===== src/rtl/os_uart_pkg.sv =====
package os_uart_pkg;

    typedef enum logic [1:0] {
        WR_START = 2'd0,
        WR_DATA  = 2'd1,
        WR_STOP  = 2'd2
    } word_role_e;

    // Role of a word from its index inside the frame.
    function automatic word_role_e role_of(input int unsigned idx,
                                           input int unsigned data_bits);
        if (idx == 0)
            return WR_START;
        else if (idx <= data_bits)
            return WR_DATA;
        else
            return WR_STOP;
    endfunction

endpackage


===== src/rtl/os_tick_div.sv =====
module os_tick_div #(
    parameter int unsigned DIV = 24
) (
    input  logic clk_i,
    input  logic rst_ni,
    input  logic restart_i,
    input  logic run_i,
    output logic tick_o
);
    localparam int unsigned CW = (DIV > 1) ? $clog2(DIV) : 1;
    localparam logic [CW-1:0] TOP  = CW'(DIV - 1);
    localparam logic [CW-1:0] HALF = CW'(DIV / 2);

    logic [CW-1:0] cnt_d, cnt_q;

    always_comb begin
        cnt_d = cnt_q;
        if (restart_i)
            cnt_d = HALF;
        else if (run_i)
            cnt_d = (cnt_q == TOP) ? '0 : cnt_q + 1'b1;
    end

    always_ff @(posedge clk_i or negedge rst_ni) begin
        if (!rst_ni)
            cnt_q <= '0;
        else
            cnt_q <= cnt_d;
    end

    assign tick_o = run_i && (cnt_q == TOP);

    // ticks are DIV cycles apart, never on adjacent cycles
    p_tick_gap_r1: assert property (@(posedge clk_i) disable iff (!rst_ni)
        tick_o |=> !tick_o);

endmodule


===== src/rtl/os_majority.sv =====
module os_majority #(
    parameter int unsigned WIDTH = 16
) (
    input  logic [WIDTH-1:0] word_i,
    output logic             bit_o
);
    localparam int unsigned CNTW   = $clog2(WIDTH + 1);
    localparam logic [CNTW-1:0] THRESH = CNTW'(WIDTH - WIDTH / 2);

    logic [CNTW-1:0] ones;

    always_comb begin
        ones = '0;
        for (int i = 0; i < WIDTH; i++)
            ones = ones + CNTW'(word_i[i]);
    end

    // An even split reaches the threshold and resolves to 1.
    assign bit_o = (ones >= THRESH);

endmodule


===== src/rtl/os_uart_rx.sv =====
module os_uart_rx
    import os_uart_pkg::*;
#(
    parameter int unsigned DIV        = 24,
    parameter int unsigned OSR        = 16,
    parameter int unsigned DATA_BITS  = 8,
    parameter int unsigned STOP_WORDS = 2
) (
    input  logic                 clk_i,
    input  logic                 rst_ni,
    input  logic                 rx_i,
    output logic [DATA_BITS-1:0] data_o,
    output logic                 valid_o,
    output logic                 frame_err_o
);
    localparam int unsigned FRAME_WORDS = 1 + DATA_BITS + STOP_WORDS;
    localparam int unsigned SW = $clog2(OSR);
    localparam int unsigned WW = $clog2(FRAME_WORDS);
    localparam logic [SW-1:0] SAMP_LAST = SW'(OSR - 1);
    localparam logic [WW-1:0] WORD_LAST = WW'(FRAME_WORDS - 1);

    typedef struct packed {
        logic [1:0]           sync;
        logic                 busy;
        logic                 armed;
        logic [SW-1:0]        samp;
        logic [WW-1:0]        word;
        logic [OSR-1:0]       win;
        logic [DATA_BITS-1:0] bits;
        logic                 err_acc;
        logic [DATA_BITS-1:0] data;
        logic                 ferr;
        logic                 valid;
    } rx_state_t;

    rx_state_t st_d, st_q;

    logic           rx_s;
    logic           open_frame;
    logic           tick;
    logic [OSR-1:0] win_next;
    logic           vote;
    logic           frame_done;
    word_role_e     role;

    assign rx_s       = st_q.sync[1];
    assign open_frame = !st_q.busy && st_q.armed && !rx_s;
    assign win_next   = {st_q.win[OSR-2:0], rx_s};
    assign role       = role_of(int'(st_q.word), DATA_BITS);
    assign frame_done = st_q.busy && tick && (st_q.samp == SAMP_LAST)
                        && (st_q.word == WORD_LAST);

    os_tick_div #(.DIV(DIV)) u_div (
        .clk_i     (clk_i),
        .rst_ni    (rst_ni),
        .restart_i (open_frame),
        .run_i     (st_q.busy),
        .tick_o    (tick)
    );

    os_majority #(.WIDTH(OSR)) u_vote (
        .word_i (win_next),
        .bit_o  (vote)
    );

    always_comb begin
        st_d       = st_q;
        st_d.valid = 1'b0;
        st_d.sync  = {st_q.sync[0], rx_i};
        if (!st_q.busy) begin
            st_d.armed = st_q.armed | rx_s;
            if (open_frame) begin
                st_d.busy    = 1'b1;
                st_d.armed   = 1'b0;
                st_d.samp    = '0;
                st_d.word    = '0;
                st_d.err_acc = 1'b0;
            end
        end else if (tick) begin
            st_d.win = win_next;
            if (st_q.samp == SAMP_LAST) begin
                st_d.samp = '0;
                case (role)
                    WR_DATA: st_d.bits    = {vote, st_q.bits[DATA_BITS-1:1]};
                    WR_STOP: st_d.err_acc = st_q.err_acc | !vote;
                    default: ;
                endcase
                if (st_q.word == WORD_LAST) begin
                    st_d.busy  = 1'b0;
                    st_d.valid = 1'b1;
                    st_d.data  = st_d.bits;
                    st_d.ferr  = st_d.err_acc;
                    // re-arm only if the line is still high at the end
                    st_d.armed = rx_s;
                end else begin
                    st_d.word = st_q.word + 1'b1;
                end
            end else begin
                st_d.samp = st_q.samp + 1'b1;
            end
        end
    end

    always_ff @(posedge clk_i or negedge rst_ni) begin
        if (!rst_ni) begin
            st_q      <= '0;
            st_q.sync <= 2'b11;
        end else begin
            st_q <= st_d;
        end
    end

    assign data_o      = st_q.data;
    assign valid_o     = st_q.valid;
    assign frame_err_o = st_q.ferr;

    // an open frame runs to its final sample
    p_frame_hold_r8: assert property (@(posedge clk_i) disable iff (!rst_ni)
        (st_q.busy && !frame_done) |=> st_q.busy);

    // strobe lasts one cycle
    p_strobe_pulse_r9: assert property (@(posedge clk_i) disable iff (!rst_ni)
        valid_o |=> !valid_o);

    // strobe only as a frame closes
    p_strobe_end_r9: assert property (@(posedge clk_i) disable iff (!rst_ni)
        valid_o |-> ($past(st_q.busy) && !st_q.busy));

    // byte held between strobes
    p_data_held_r12: assert property (@(posedge clk_i) disable iff (!rst_ni)
        !$stable(data_o) |-> valid_o);

    // flag held between strobes
    p_ferr_held_r12: assert property (@(posedge clk_i) disable iff (!rst_ni)
        !$stable(frame_err_o) |-> valid_o);

    // an unarmed idle receiver cannot open a frame
    p_no_rearm_r11: assert property (@(posedge clk_i) disable iff (!rst_ni)
        (!st_q.busy && !st_q.armed) |=> !st_q.busy);

endmodule


===== config.mk =====
export PLATFORM = sky130hd
export DESIGN_NAME = os_uart_rx
export DESIGN_NICKNAME = d
export VERILOG_FILES = /design/src/rtl/os_uart_pkg.sv /design/src/rtl/os_tick_div.sv /design/src/rtl/os_majority.sv /design/src/rtl/os_uart_rx.sv
export SDC_FILE = /design/constraint.sdc
export NUM_CORES = 1
export LEC_CHECK = 0
export ABC_AREA = 1
export ABC_CLOCK_PERIOD_IN_PS = 3640
export CAP_MARGIN = 20
export CORE_ASPECT_RATIO = 0.5
export CORE_MARGIN = 2
export CORE_UTILIZATION = 54
export CTS_BUF_LIST = sky130_fd_sc_hd__clkbuf_16
export CTS_CLUSTER_DIAMETER = 30
export CTS_CLUSTER_SIZE = 24
export DETAILED_ROUTE_END_ITERATION = 8
export PLACE_DENSITY = 0.75
export RECOVER_POWER = 100
export SYNTH_ARGS = -nofsm -noshare
export SYNTH_HDL_FRONTEND = slang
export SYNTH_SLANG_ARGS = --single-unit

===== constraint.sdc =====
create_clock -name clk_i -period 3.64 [get_ports clk_i]
set_input_delay 0.728 -clock clk_i [delete_from_list [all_inputs] [get_ports clk_i]]
set_output_delay 0.728 -clock clk_i [all_outputs]
set_load 0.01 [all_outputs]

==> metrics.cfg <==
[outcome]
status = finished with violations
failed_checks = capacitance limit, slew limit, setup timing

[drt]
via_per_inst = 5.09
wl_um = 4650
first_pass_iters = 4
num_vias = 1880
initialDrtViolationCount = 64
ant_nets = 0
wl_per_cell_um = 12.6
drc = 0

[critical_path]
critical_path.startpoint = rx_s
regToRegEndpoint = frame_err_o
critical_path.max_fanout = 2
crit-reg2reg-launch = rx_s
r2r_slack_ps = -250
cp.required_ps = 3810
cp-endpoint = frame_err_o
path_class = reg2reg
start_kind = flip-flop
worstPathArrival_ps = 4070
rr_worst_depth = 16
endpoint_kind = flip-flop

[yosys]
synth_area_mm2 = 0.00266
synth_edf_count = 0
synth_seq_cells = 51
avgSynthCellArea_um2 = 9.06
synthFlopType = dfrtp_1
ys.warnings.count = 0
seq_area_frac_synth_pct = 48.0
netlist_instances = 294
syn_nets = 317
ys_types = 27
async_flop_share_pct = 100

[timing]
finalMaxSlewViolations = 40
rsz0062_at_grt = yes
worstMarginPinSlew_ps = 1990
hold_slack_ps = 384
max_clock_freq_mhz = 257
period_needed_ps = 3890
post-route-period-util_pct = 107
finalClockSkew_ps = 3.58
slew_headroom_pct = -32.9
hold_violations = 0
worst_slack_ps = -252
setup_viol_count_final = 4

[hold_path]
hold_path_class = reg2reg

[global_route]
overflow = 0
antenna_found_initial = 0
grt_pass1_wl_um = 8540
grt_use_total_pct = 20.7
grt_pass1_vias = 1918
grt_max_degree = 40

[final_layout]
num_antenna_cells = 0
final_cells = 369
final_cell_mix = nand2_1 (68), dfrtp_1 (49), inv_1 (44)
nets = 325
area_growth_pct = 11.5
drive_gt1_share_pct = 7.92
stdcell_area_mm2 = 0.00297
final_common_cell = nand2_1

[clock_network]
clkSinkCount = 51
cts-buffers-inserted = 5
clkSlewWorstSetupHoldPaths_ps = 70
clockBufferDepth = 2
cts_tree = yes
cts-root-buf = clkbuf_16
cts.htree.levels = 2
clock_latency_ps = 280

[placed_design]
gp_congestion = 0.795
place_area_mm2 = 0.00281
hpwlAfterDp_um = 3390
port_buffers = 12
placed_cells = 361
pre_cts_slack_ps = -282

[pwr]
leakage_uw = 0.00144
power_density_mw_per_mm2 = 494
peakVddDrop_v = 0.000365

[die]
std_cell_rows = 17
die_height_um = 53.7
core_area_mm2 = 0.00457
io_pins = 13
die_x_um = 103
initial_core_util_pct = 58.2
die-area_mm2 = 0.00554

[job]
maxCapViolCount = 1

## worst min-delay path by stage
stage / cells past startpoint / end / startpoint
finish: 0 / rx_s / st_d[46]
global route: 0 / rx_s / st_d[46]
CTS: 0 / rx_s / st_d[46]
detailed placement: 0 / rx_s / st_d[46]
global placement: 0 / rx_s / st_d[46]
floorplan: 0 / rx_s / st_d[46]
## synthesized netlist by cell type (all sizes together), types with 3 or more instances
| master | n | share of area [%] |
|---|---|---|
| nand3 | 18 | 3.6 |
| buf | 14 | 3.4 |
| nand2 | 72 | 11 |
| nand4 | 4 | 0.94 |
| o21ai | 47 | 8.8 |
| dfrtp | 49 | 46 |
| fa | 10 | 7.5 |
| nor2 | 7 | 1.5 |
| a21oi | 3 | 0.56 |
| xor2 | 4 | 1.3 |
| inv | 47 | 6.6 |
| ha | 10 | 4.7 |
## per-stage QoR
step / power [µW] / TNS, ps / utilization (%)
6_report: 1470 / -858 / 64.9
2_1_floorplan: 900 / -420 / -
3_3_place_gp: 951 / -689 / 61.5
4_1_cts: 1490 / -951 / 65.1
5_1_grt: 1560 / -1480 / 64.9
3_5_place_dp: 970 / -891 / 61.5
## area by class of cell
class	instances	area, µm²
clock inverters	3	38.8
repair buffers	15	133
multi-input cells	182	1130
flip-flops and latches	51	1280
inverters	47	176
well taps	66	82.6
fillers	359	1600
clock buffers	5	125
## sequential cells by signal (all words and copies together), names as in the netlist
name         flops
valid_o          1
data_o           8
rx_s             1
st_d             1
frame_err_o      1
st_q            34
u_div.cnt_q      5
## logic make-up (layout without fill, tap and decap cells)
kind of cell / count (synthesis) / in the layout / synth area share (%)
DFF: 51 / 51 / 48.0
adders and majority gates: 20 / 20 / 12.2
AOI/OAI and AO/OA: 55 / 55 / 10.8
buffers and inverters: 61 / 70 / 10.0
xor gates and xnor gates: 4 / 4 / 1.32
and+or+nand+nor: 103 / 103 / 17.7
## power breakdown
part | total (µW) | switching (µW) | internal, µW | leakage [µW]
Clock | 518 | 197 | 321 | 0.0000812
Sequential | 688 | 61.9 | 626 | 0.000688
Combinational | 261 | 156 | 106 | 0.000675
## metal layers
layer	global-route usage [%]	routed length [µm]	up-vias
li1	-	-	938
met1	27.2	2260	911
met2	34.6	2200	27
met3	5.58	171	4
met4	5.92	25	0
met5	0	0	-
## worst max-delay path, cell delays in order (launching register included)
cell	delay, ps
dfstp_2	560
ha_4	200
inv_2	50
fa_1	410
fa_1	470
fa_1	530
fa_1	430
fa_2	370
fa_2	330
nand2_1	70
inv_1	30
nand2_1	70
nand2_2	60
nand3_2	80
nand2_1	50
nand2_1	50
nand2_1	50
## timing repair
action | CTS | global route
gates resized for setup | 0 | 3
pin swaps | 0 | 1
hold buffers | 0 | 0
setup buffers | 0 | 0
endpoints found under the setup margin | 4 | 4
(Power assumes the default switching activity.)
